File: src/rtl/commwd_pkg.sv
package commwd_pkg;
  localparam int unsigned WD_CODE_W  = 4;
  localparam int unsigned BRK_CODE_W = 3;
  localparam int unsigned MAX_US     = 500000;
  localparam int unsigned CNT_W      = $clog2(MAX_US + 1);

  typedef logic [CNT_W-1:0] ticks_t;

  // Watchdog limit in ticks for a timeout code; 0 for off/forced codes.
  function automatic ticks_t wd_ticks(input logic [WD_CODE_W-1:0] code,
                                      input int unsigned shift);
    int unsigned us;
    case (code)
      4'h1: us = 200;
      4'h2: us = 500;
      4'h3: us = 1000;
      4'h4: us = 2000;
      4'h5: us = 5000;
      4'h6: us = 10000;
      4'h7: us = 20000;
      4'h8: us = 50000;
      4'h9: us = 100000;
      4'hA: us = 200000;
      4'hB: us = 500000;
      default: us = 0;
    endcase
    return ticks_t'(us >> shift);
  endfunction

  // Idle time in ticks for a break code.
  function automatic ticks_t brk_ticks(input logic [BRK_CODE_W-1:0] code,
                                       input int unsigned shift);
    int unsigned us;
    case (code)
      3'd0: us = 1000;
      3'd1: us = 125;
      3'd2: us = 250;
      3'd3: us = 500;
      3'd4: us = 1250;
      3'd5: us = 2500;
      default: us = 5000;
    endcase
    return ticks_t'(us >> shift);
  endfunction

  // Codes with both top bits set demand immediate fail-safe.
  function automatic logic wd_forced(input logic [WD_CODE_W-1:0] code);
    return code[3] & code[2];
  endfunction
endpackage

File: src/rtl/commwd_cfg.sv
module commwd_cfg
  import commwd_pkg::*;
#(
  parameter int unsigned N_OUT = 16
) (
  input  logic                  clk,
  input  logic                  rst,
  input  logic [WD_CODE_W-1:0]  nv_wd_code,
  input  logic [BRK_CODE_W-1:0] nv_brk_code,
  input  logic                  nv_ack_en,
  input  logic [N_OUT-1:0]      nv_out_map,
  input  logic                  cfg_wr,
  input  logic [WD_CODE_W-1:0]  cfg_wd_code,
  input  logic [BRK_CODE_W-1:0] cfg_brk_code,
  input  logic                  cfg_ack_en,
  input  logic [N_OUT-1:0]      cfg_out_map,
  output logic [WD_CODE_W-1:0]  wd_code,
  output logic [BRK_CODE_W-1:0] brk_code,
  output logic                  ack_en,
  output logic [N_OUT-1:0]      out_map
);
  always_ff @(posedge clk) begin
    if (rst) begin
      wd_code  <= nv_wd_code;
      brk_code <= nv_brk_code;
      ack_en   <= nv_ack_en;
      out_map  <= nv_out_map;
    end else if (cfg_wr) begin
      wd_code  <= cfg_wd_code;
      brk_code <= cfg_brk_code;
      ack_en   <= cfg_ack_en;
      out_map  <= cfg_out_map;
    end
  end
endmodule

File: src/rtl/commwd_timer.sv
module commwd_timer
  import commwd_pkg::*;
#(
  parameter int unsigned TIME_SHIFT = 0
) (
  input  logic                 clk,
  input  logic                 rst,
  input  logic                 tick,
  input  logic                 frame_ok,
  input  logic [WD_CODE_W-1:0] code,
  output logic                 fail_safe
);
  ticks_t                 cnt;
  ticks_t                 lim;
  logic [WD_CODE_W-1:0]   code_q;
  logic                   forced;

  always_comb begin
    lim    = wd_ticks(code, TIME_SHIFT);
    forced = wd_forced(code);
  end

  always_ff @(posedge clk) begin
    if (rst) begin
      cnt       <= '0;
      code_q    <= '0;
      fail_safe <= 1'b0;
    end else begin
      code_q <= code;
      if (forced) begin
        fail_safe <= 1'b1;
      end else if (frame_ok) begin
        cnt       <= lim;
        fail_safe <= 1'b0;
      end else if (code != code_q || code == '0) begin
        cnt <= lim;
      end else if (cnt == '0) begin
        fail_safe <= 1'b1;
      end else if (tick) begin
        cnt <= cnt - 1'b1;
      end
    end
  end
endmodule

File: src/rtl/commwd_break.sv
module commwd_break
  import commwd_pkg::*;
#(
  parameter int unsigned TIME_SHIFT = 0
) (
  input  logic                  clk,
  input  logic                  rst,
  input  logic                  tick,
  input  logic                  bus_act,
  input  logic [BRK_CODE_W-1:0] code,
  output logic                  brk_pulse
);
  ticks_t cnt;
  logic   armed;

  always_ff @(posedge clk) begin
    if (rst) begin
      cnt       <= '0;
      armed     <= 1'b0;
      brk_pulse <= 1'b0;
    end else begin
      brk_pulse <= 1'b0;
      if (bus_act) begin
        cnt   <= brk_ticks(code, TIME_SHIFT);
        armed <= 1'b1;
      end else if (armed) begin
        if (cnt == '0) begin
          brk_pulse <= 1'b1;
          armed     <= 1'b0;
        end else if (tick) begin
          cnt <= cnt - 1'b1;
        end
      end
    end
  end
endmodule

File: src/rtl/commwd_outsel.sv
module commwd_outsel #(
  parameter int unsigned N_OUT = 16
) (
  input  logic             fail_safe,
  input  logic [N_OUT-1:0] out_map,
  input  logic [N_OUT-1:0] drv_in,
  input  logic [N_OUT-1:0] fs_pat0,
  input  logic [N_OUT-1:0] fs_pat1,
  output logic [N_OUT-1:0] drv_out
);
  for (genvar i = 0; i < N_OUT; i++) begin : g_bit
    logic fs_bit;
    assign fs_bit     = out_map[i] ? fs_pat1[i] : fs_pat0[i];
    assign drv_out[i] = fail_safe ? fs_bit : drv_in[i];
  end
endmodule

File: src/rtl/commwd_failsafe.sv
module commwd_failsafe
  import commwd_pkg::*;
#(
  parameter int unsigned N_OUT      = 16,
  parameter int unsigned TIME_SHIFT = 0
) (
  input  logic                  clk,
  input  logic                  rst,
  input  logic                  tick_1us,
  input  logic                  frame_ok,
  input  logic                  bus_act,
  input  logic [WD_CODE_W-1:0]  nv_wd_code,
  input  logic [BRK_CODE_W-1:0] nv_brk_code,
  input  logic                  nv_ack_en,
  input  logic [N_OUT-1:0]      nv_out_map,
  input  logic                  cfg_wr,
  input  logic [WD_CODE_W-1:0]  cfg_wd_code,
  input  logic [BRK_CODE_W-1:0] cfg_brk_code,
  input  logic                  cfg_ack_en,
  input  logic [N_OUT-1:0]      cfg_out_map,
  input  logic [N_OUT-1:0]      drv_in,
  input  logic [N_OUT-1:0]      fs_pat0,
  input  logic [N_OUT-1:0]      fs_pat1,
  output logic                  fail_safe,
  output logic [N_OUT-1:0]      drv_out,
  output logic                  brk_pulse,
  output logic                  ack_en
);
  logic [WD_CODE_W-1:0]  wd_code_q;
  logic [BRK_CODE_W-1:0] brk_code_q;
  logic [N_OUT-1:0]      out_map_q;

  commwd_cfg #(.N_OUT(N_OUT)) u_cfg (
    .clk(clk), .rst(rst),
    .nv_wd_code(nv_wd_code), .nv_brk_code(nv_brk_code),
    .nv_ack_en(nv_ack_en), .nv_out_map(nv_out_map),
    .cfg_wr(cfg_wr), .cfg_wd_code(cfg_wd_code), .cfg_brk_code(cfg_brk_code),
    .cfg_ack_en(cfg_ack_en), .cfg_out_map(cfg_out_map),
    .wd_code(wd_code_q), .brk_code(brk_code_q),
    .ack_en(ack_en), .out_map(out_map_q)
  );

  commwd_timer #(.TIME_SHIFT(TIME_SHIFT)) u_timer (
    .clk(clk), .rst(rst), .tick(tick_1us), .frame_ok(frame_ok),
    .code(wd_code_q), .fail_safe(fail_safe)
  );

  commwd_break #(.TIME_SHIFT(TIME_SHIFT)) u_break (
    .clk(clk), .rst(rst), .tick(tick_1us), .bus_act(bus_act),
    .code(brk_code_q), .brk_pulse(brk_pulse)
  );

  commwd_outsel #(.N_OUT(N_OUT)) u_outsel (
    .fail_safe(fail_safe), .out_map(out_map_q), .drv_in(drv_in),
    .fs_pat0(fs_pat0), .fs_pat1(fs_pat1), .drv_out(drv_out)
  );
endmodule

File: config.mk
export PLATFORM = sky130hd
export DESIGN_NAME = commwd_failsafe
export DESIGN_NICKNAME = d
export VERILOG_FILES = /design/src/rtl/commwd_pkg.sv /design/src/rtl/commwd_cfg.sv /design/src/rtl/commwd_timer.sv /design/src/rtl/commwd_break.sv /design/src/rtl/commwd_outsel.sv /design/src/rtl/commwd_failsafe.sv
export SDC_FILE = /design/constraint.sdc
export NUM_CORES = 1
export LEC_CHECK = 0
export ABC_AREA = 1
export BUFFER_PORTS_ARGS = -buffer_cell sky130_fd_sc_hd__buf_4
export CAP_MARGIN = 20
export CORE_ASPECT_RATIO = 0.5
export CORE_MARGIN = 2
export CORE_UTILIZATION = 40
export DETAILED_ROUTE_END_ITERATION = 7
export RECOVER_POWER = 25
export SYNTH_ARGS = -nofsm -noshare
export SYNTH_HDL_FRONTEND = slang
export SYNTH_SLANG_ARGS = --single-unit
File: constraint.sdc
create_clock -name clk -period 2.3 [get_ports clk]
set_clock_uncertainty 0.05 [all_clocks]
set_input_delay 0 -clock clk [delete_from_list [all_inputs] [get_ports clk]]
set_output_delay 0 -clock clk [all_outputs]
set_load 0.005 [all_outputs]
* Word-level counts from Yosys, hierarchy flattened
Memories as Yosys holds them, arrays and structs flattened. A register that Yosys moved wholly into a read port is not among the register bits. Cells that the tools add are included.
Cells by class: equal/unequal tests 9, muxes and demuxes 58, bitwise operators 3, add/sub/neg operators 2, reduce and logical (&&, ||, !) cells 14
Operators with widths (number):
- $mux 19 | 8
- $pmux 13 s6 | 1
- $mux 1 | 42
- $logic_not 19->1 | 2
- $sub 19x1->19 const B | 2
- $mux 16 | 2
- $mux 4 | 3
- $eq 3x2->1 const B | 2
- $eq 3x3->1 const B | 2
- $mux 3 | 2
- $ne 3x2->1 const B | 2
- $reduce_and 3->1 | 2
- $reduce_bool 2->1 | 3
- $reduce_bool 3->1 | 2
- $logic_not 4->1 | 1
- $ne 4x4->1 | 1
- $eq 3x1->1 const B | 1
- $logic_not 3->1 | 1
- $reduce_or 3->1 | 1
- $ne 2x2->1 const B | 1
- $not 1->1 | 2
- $reduce_and 2->1 | 1
- $and 1x1->1 | 1
- $logic_or 1x1->1 | 1
Word-level totals: bits in registers 69, bits in read-only memories 272, memories 1, word-level logic and storage cells 97
Memories:
- (no name shown) | words 16, bits a word 17, read ports 1, clocked after Yosys merged registers in 1, write ports 0, line commwd_pkg.sv:13 | case (code)

* Longest topological paths before layout
Gate-level depths: netlist of the first run.
depth in word-level cells 5, gate-level depth with buffers 13

* By module
From an unflattened synthesis of the first run, not the netlist that was laid out.
Unflattened totals: cell total of the unflattened synthesis 837, area, all modules 5157.4 µm²
Modules (own cells, without submodules):
- commwd_timer | seq. area each 480.5 µm², instances 1, cells each 336, area an instance 1955.6 µm²
- commwd_break | seq. area each 420.4 µm², instances 1, cells each 266, area an instance 1540.2 µm²
- commwd_cfg | seq. area each 720.7 µm², instances 1, cells each 103, area an instance 1082.3 µm²
- commwd_outsel | seq. area each 0.0 µm², instances 1, cells each 132, area an instance 579.3 µm²

* Least setup slack after synthesis of the first run
No wires, ideal clock.
path kind input to register, start point input port rst, end point register u_timer.lim[7] (netlist name), stages 8, arrival time 1557 ps, slack 615 ps, library setup time 79 ps, cell sequence buf_6 > or2_1 > buf_6 > o21ai_0 > inv_1 > ha_1 > or2_4 > o221ai_2
On the way: word-level cells in the longest chain between the ends 2
RTL lines:
- start: declaration | line commwd_failsafe.sv:8 | input logic rst,
- $mux 4 or $reduce_bool 2->1 (tied branches)
- $mux 4 (no source line) (*)
Mark *: on every way between the ends. The rest lies on a longest branch, timed or not. A chain may end at the register's enable or synchronous reset.

* Worst setup path after layout of the first run
start point register u_timer.cnt[0], end point register u_timer.cnt[6]
On the way: word-level cells in the longest chain between the ends 5
RTL lines:
- start: declaration | line commwd_timer.sv:13 | ticks_t cnt;
- start signal: assignment | line commwd_timer.sv:33 | cnt <= lim;
- start signal: assignment | line commwd_timer.sv:36 | cnt <= lim;
- start signal: assignment | line commwd_timer.sv:40 | cnt <= cnt - 1'b1;
- $sub 19x1->19 | line commwd_timer.sv:40
- $mux 19 | line commwd_timer.sv:39 | end else if (tick) begin
- $mux 19 | line commwd_timer.sv:37 | end else if (cnt == '0) begin
- $mux 19 | line commwd_timer.sv:35 | end else if (code != code_q || code == '0) begin
- $mux 19 | line commwd_timer.sv:32 | end else if (frame_ok) begin
Parallel ways exist; a longest one is shown, timed or not. The select of a mux whose other input is x is not followed.

==> results of run 1 <==
[repair_timing]
action | 4_1_cts | 5_1_grt
endpoints found under the hold margin | 25 | 0
endpoints found under the setup margin | 0 | 0
hold buffers | 49 | 0
[metrics by stage]
step / utilization [%] / area [um^2] / std cells / total power, W / hold slack (ns)
after global routing: 55.6 / 7040 / 1149 / 0.00508 / 0.0792
after detailed placement: 49.4 / 6260 / 1084 / 0.00318 / 0.217
after floorplan: - / 5200 / 809 / 0.00276 / 0.0669
after global placement: 49.4 / 6260 / 1084 / 0.00318 / 0.214
final: 55.6 / 7040 / 1149 / 0.00478 / 0.0628
after CTS: 55.8 / 7060 / 1149 / 0.00481 / 0.0451
[where the power goes]
part,switching (W),total [W],internal (W)
clock network,0.000595,0.00154,0.000944
logic,0.000800,0.00139,0.000588
registers,0.000117,0.00185,0.00173
total,0.00151,0.00478,0.00326
[layout make-up]
| type | count | share of cell area, % |
|---|---|---|
| clock buffer | 9 | 3.20 |
| clock inverter | 7 | 1.26 |
| inverter | 80 | 4.28 |
| multi-input combinational | 617 | 39.6 |
| sequential | 86 | 27.9 |
| tap | 170 | 3.02 |
| timing repair buffer | 180 | 20.8 |
[metal layers]
| layer | wire (um) | vias up |
|---|---|---|
| met5 | 0 | - |
| met4 | 105 | 0 |
| met3 | 397 | 10 |
| met2 | 6870 | 64 |
| met1 | 7130 | 2438 |
| li1 | - | 2865 |
[sequential cells by signal, indices dropped and copies added (netlist names), 3 cells and up]
register,cells
u_cfg.out_map,16
u_timer.lim,17
u_break.cnt,19
u_cfg.brk_code,3
u_cfg.wd_code,4
u_timer.cnt,19
u_timer.code_q,4
[worst register-to-register path, delay by kind of cell, from the launching register on]
| family | cells | cell delay [ns] |
|---|---|---|
| AND/OR/NAND/NOR | 9 | 1.15 |
| flip-flops | 1 | 0.32 |
| adder cells (fa/ha/maj) | 1 | 0.20 |
| buffers and inverters | 1 | 0.12 |
[logic make-up (layout without fill, tap and decap cells)]
group,count (synthesis),after routing,share of synthesized area [%]
XOR/XNOR,10,10,1.68
flip-flops,86,86,37.7
AND/OR/NAND/NOR,520,520,40.9
adder cells (fa/ha/maj),10,10,2.41
buffers and inverters,106,276,8.47
AO/OA/AOI/OAI,77,77,8.78
[cell usage in the layout (no fill, tap or decap), types with 5 or more instances in the layout]
cell	instances
a21oi_1	18
a31oi_1	18
buf_4	125
clkbuf_16	9
dfxtp_1	62
dlygate4sd3_1	49
edfxtp_1	24
ha_1	10
inv_1	72
inv_2	6
nand2_1	300
nand2_2	5
nand3_1	41
nand4_1	6
nor2_1	145
o21ai_0	31
xor2_1	6
[worst min path at each step]
stage / start / endpoint / cells past startpoint
after floorplan: fs_pat0[0] / drv_out[0] / 2
after global placement: cfg_out_map[13] / u_cfg.out_map[13]$_DFFE_PN_ / 3
after detailed placement: cfg_out_map[13] / u_cfg.out_map[13]$_DFFE_PN_ / 3
after CTS: bus_act / u_break.cnt[17]$_SDFFE_PP0P_ / 4
after global routing: bus_act / u_break.cnt[15]$_SDFFE_PP0P_ / 4
final: bus_act / u_break.cnt[13]$_SDFFE_PP0P_ / 4
==> impl_results.md, run 1 <==
- Synth unique cells: 40
- N_diodes: 0
- GRT Max-Usage Layer: met2
- Number of buffers created by CTS: 9
- Clk root buf: clkbuf_16
- Drt total wl: between 10 and 15 mm
- Crit Path Max Fanout: 34
- Bufs and invs on worst path: 1
- Synth top area share: between 20% and 30%
- Initial Util: about two fifths
- Most used flip-flop cell after synthesis: dfxtp_1
- Die area: roughly 0.014 mm^2
- TritonCTS clock tree: built
- VDD IR max: between 400 and 500 uV
- Max-slew violations: 0
- Clk_lat worst skew: between 0.3 and 0.4 ns
- Gr usage total: a little over a fifth
- Area contributors post-synth: dfxtp_1 (24%), nand2_1 (22%), edfxtp_1 (14%)
- Max H-tree Level: 3
- CP top delay family: simple AND/OR/NAND/NOR gates
- Layout cells sized above 1: about 18%
- CP Data Required Time: approximately 2.5 ns
- F_max: a little over 500 MHz
- GR Util met2: a little over a third
- Io pins: about 120
- Worst R2R End: u_timer.cnt[6]$_SDFFE_PP0P_
- Largest net degree at the start of global routing: 47
- Pre-Repair DR Iteration Count: 5
- Critical path class: flop to flop
- Cts repair resizes: 0
- Vias per cell: around 4.7
- Core ar.: between 0.01 and 0.015 mm^2
- GRT overflow: 0
- FF+latch area: roughly 0.0020 mm^2
- Yosys warnings: 0
- DRT antenna net count: 0
- Row count: 29
- Layout Nets: about 1100
- GR Layer Usage met1: roughly 28%
- GPL Wtd Cong: around 0.86
- Final Hold Fails: 0
- Crit path capture: u_timer.cnt[6]$_SDFFE_PP0P_
- Worst-margin pin slew: between 1 and 1.5 ns
- CP Launch Type: flop
- Syn Inst Count: roughly 810
- Die X: 165 um
- Worst rel slew slack: between 15 and 20%
- Worst setup path startpoint: u_timer.cnt[0]$_SDFFE_PP0P_
- HPWL Detailed: between 10 and 15 mm
- Buffers on Ports: 120
- Seq/Total Area, Yosys: 37.7%
- Fillers: 1259
- Top-count cell post-synth: nand2_1
- First-pass GRT wire length: between 20 and 25 mm
- Setup Fix Bufs, Post-CTS: 0
- Worst-path clk slew: roughly 0.06 ns
- R2r worst-path depth: 11
- M3 GR Usage: ~4.2%
- Worst path cell trace: inv_1 > ha_1 > nand2_1 > nor2_4 > nand3_1 > nand2_2 > nand2_4 > nand2_4 > nand2_1 > nand2_1 > nor2_1
- Multi-input gate area: about 0.0028 mm^2
- Sink Count: 86
- Dpl ws: 0.381 ns
- Synth cell count leaders: nand2_1 (299), nor2_1 (145), inv_1 (71)
- Crit. End Element: flop
- Endpoints failing setup: 0
- Initial antenna violation count: 0
- CP max-delay cell: dfxtp_1
- # DRC: 0
- Fin crit period: ~1.9 ns
- Syn_nets: around 900
- Average routed wire per standard cell: 12.6 um
- Die Ht: 84.6 um
- Synthesized area: roughly 0.0052 mm^2
- Crit path DAT: about 2.1 ns
- Slowest cell delay on critical path: approximately 0.32 ns
- Initial detailed-routing violation count: ~250
- Area grow syn2layout: 35.4%
- Via Count: approximately 5400
- Final worst-path cycle share: a little over four fifths
- Syn avg cell area: around 6.4 um^2
- Vias in the first global route: 5161
- Start of the worst register-to-register path: u_timer.cnt[0]$_SDFFE_PP0P_
- Type of the worst min-delay path: primary input to flop
- EDFF count, synth: 24
- Post-synthesis register bit count: 86
- Synth area leader: dfxtp_1
- Leakage: ~3.5 nW
- RSZ-0062 raised after global routing: no
- Setup ws final: between 0.3 and 0.4 ns
- Status: finished clean
- Ys async rst share: 0%
- Max-cap viol count: 0
- Stages on worst setup path: 11
- Power Density: between 600 and 700 mW/mm^2
- Clk buf depth: 2
- Setup TNS: 0 ns
- Cell mode on critical path: nand2_1
- Reg2Reg Setup Slack: roughly 0.36 ns
(Power assumes the default switching activity.)
==> inputs of run 2 (changes only) <==
==> constraint.sdc (replaced) <==
create_clock -name clk -period 1.9 [get_ports clk]
set_clock_uncertainty 0.05 [all_clocks]
set_input_delay 0 -clock clk [delete_from_list [all_inputs] [get_ports clk]]
set_output_delay 0 -clock clk [all_outputs]
set_load 0.005 [all_outputs]
==> run 2 against run 1 <==
  * Sequential share of layout area fell by 0.48 points
  * Worst setup slack got worse by 0.25 ns
  * Critical path depth fell by 2
  * First-iteration DRC count rose by 17%
  * Die area did not move
  * Via count rose by 2.2%
  * Clock-buffer cell count rose by 1
==> impl_results.md, run 2 (synthesis gave the netlist of run 1 again) <==
- Area grow syn2layout: 37.8%
- Power Density: ~810 mW/mm^2
- Max layer used: met4
- Crit. End Element: flop
- Die X: 165 um
- Final worst-path cycle share: a little over nine tenths
- Via Count: between 5000 and 6000
- DRT antenna net count: 0
- Max H-tree Level: 3
- Worst rel slew slack: between 10 and 15%
- Sink Count: 86
- Slowest cell delay on critical path: between 0.6 and 0.7 ns
- Gr usage total: between 20% and 30%
- N_diodes: 0
- Area of placed instances: approximately 0.0064 mm^2
- Reg2Reg Setup Slack: between 0.1 and 0.15 ns
- Drt total wl: approximately 15 mm
- First-pass GRT wire length: about 24 mm
- Clk root buf: clkbuf_16
- Met1 WL: 7.05 mm
- GPL Wtd Cong: between 0.8 and 0.9
- Most common cell after layout, fill and taps aside: nand2_1
- Cell Count, Final, Fillers Out: 1164
- Pre-Repair DR Iteration Count: 5
- R2r worst-path depth: 9
- Layout Nets: around 1100
- Start of the worst register-to-register path: u_cfg.wd_code[2]$_DFFE_PN_
- Die area: around 0.014 mm^2
- Initial Util: 41.1%
- Clk buf depth: 2
- GRT overflow: 0
- VDD IR max: 493 uV
- HPWL Detailed: between 10 and 15 mm
- Row count: 29
- Buffers on Ports: 120
- Endpoints failing setup: 0
- Max-cap viol count: 0
- Critical path class: flop to flop
- Io pins: 121
- Most frequent cells in the layout: nand2_1 (299), nor2_1 (143), buf_4 (141), inv_1 (70), dfxtp_1 (62)
- Number of buffers created by CTS: 9
- Status: finished clean
- Average routed wire per standard cell: ~13 um
- F_max: between 500 and 600 MHz
- Crit path capture: u_timer.lim[6]$_DFF_P_
- Clk_lat worst skew: approximately 0.34 ns
- CP Launch Type: flop
- Dpl ws: roughly 0.11 ns
- Worst R2R End: u_timer.lim[6]$_DFF_P_
- Vias in the first global route: roughly 5300
- Fin crit period: ~1.8 ns
- Placed insts: 1099
- Worst path cell trace: inv_1 > o21ai_0 > inv_2 > nand2_4 > inv_2 > nand2_2 > nand2_2 > clkinv_2 > nand3_2
- Met3 WL post-DR: 538 um
- Type of the worst min-delay path: primary input to flop
- Setup Fix Bufs, Post-CTS: 0
- Max-slew violations: 0
- Post-route cell area: between 0.007 and 0.008 mm^2
- TritonCTS clock tree: built
- Vias per cell: between 4 and 5
- CP max-delay cell: o21ai_0
- Initial antenna violation count: 0
- Leakage: ~3.6 nW
- Setup ws final: ~0.11 ns
- Largest net degree at the start of global routing: 35
- Crit path DAT: between 1.5 and 2 ns
- Worst-path clk slew: around 0.06 ns
- Final Hold Fails: 0
- Worst setup path startpoint: u_cfg.wd_code[2]$_DFFE_PN_
- Worst-margin pin slew: ~1.3 ns
- CP Data Required Time: between 2 and 2.5 ns
- Initial detailed-routing violation count: 297
- Fillers: approximately 1200
- Core ar.: between 0.01 and 0.015 mm^2
- Crit Path Max Fanout: 10
- # DRC: 0
- Met2 routed WL: 6.87 mm
- Hold_sp: rst
- Die Ht: 84.6 um
- Layout cells sized above 1: between 10% and 20%
## run 2: worst min path at each step
stage,to,slack [ns],cells after the start
6_report,u_break.cnt[13]$_SDFFE_PP0P_,0.04,3
5_1_grt,u_break.cnt[14]$_SDFFE_PP0P_,0.06,3
4_1_cts,u_break.cnt[13]$_SDFFE_PP0P_,0.03,3
3_5_place_dp,u_cfg.out_map[8]$_DFFE_PN_,0.22,3
3_3_place_gp,u_cfg.out_map[10]$_DFFE_PN_,0.21,3
2_1_floorplan,drv_out[0],0.07,2
## run 2: through the flow
step	utilization, %	hold slack (ns)	TNS (ns)	total power [W]
after global placement	50.3	0.214	0	0.00389
after CTS	56.6	0.0339	0	0.00584
final	56.6	0.0353	0	0.00582
after global routing	56.6	0.0569	-0.00988	0.00620
after detailed placement	50.3	0.219	0	0.00391
after floorplan	-	0.0669	0	0.00334
## run 2: routing by layer
| metal | up-vias | track usage (%) |
|---|---|---|
| li1 | 2895 | - |
| met1 | 2482 | 28.4 |
| met2 | 99 | 37.0 |
| met3 | 20 | 4.55 |
| met4 | 0 | 5.85 |
| met5 | - | 0 |
## run 2: report_power, final
group / internal, W / switching, W
sequential: 0.00210 / 0.000146
clock: 0.00114 / 0.000688
combinational: 0.000768 / 0.000981
total: 0.00400 / 0.00182
## run 2: layout make-up
cell class                      count  area [um^2]  area share [%]
Clock inverter                      6         76.3            1.06
Timing Repair Buffer              195         1580            22.0
Clock buffer                       10          229            3.19
Sequential cell                    86         1960            27.4
Tap cell                          170          213            2.97
Inverter                           80          302            4.21
Multi-Input combinational cell    617         2810            39.2
## run 2: critical path, delay by kind of cell (launching register included)
family | cells | cell delay [ns]
flip-flops | 1 | 0.38
AND/OR/NAND/NOR | 4 | 0.34
buffers and inverters | 4 | 0.28
AO/OA/AOI/OAI | 1 | 0.61
## run 2: what timing repair did
| item | 4_1_cts | 5_1_grt |
|---|---|---|
| endpoints found under the hold margin | 25 | 0 |
| hold buffers | 49 | 0 |
| resized for setup | 0 | 6 |
| endpoints found under the setup margin | 0 | 25 |
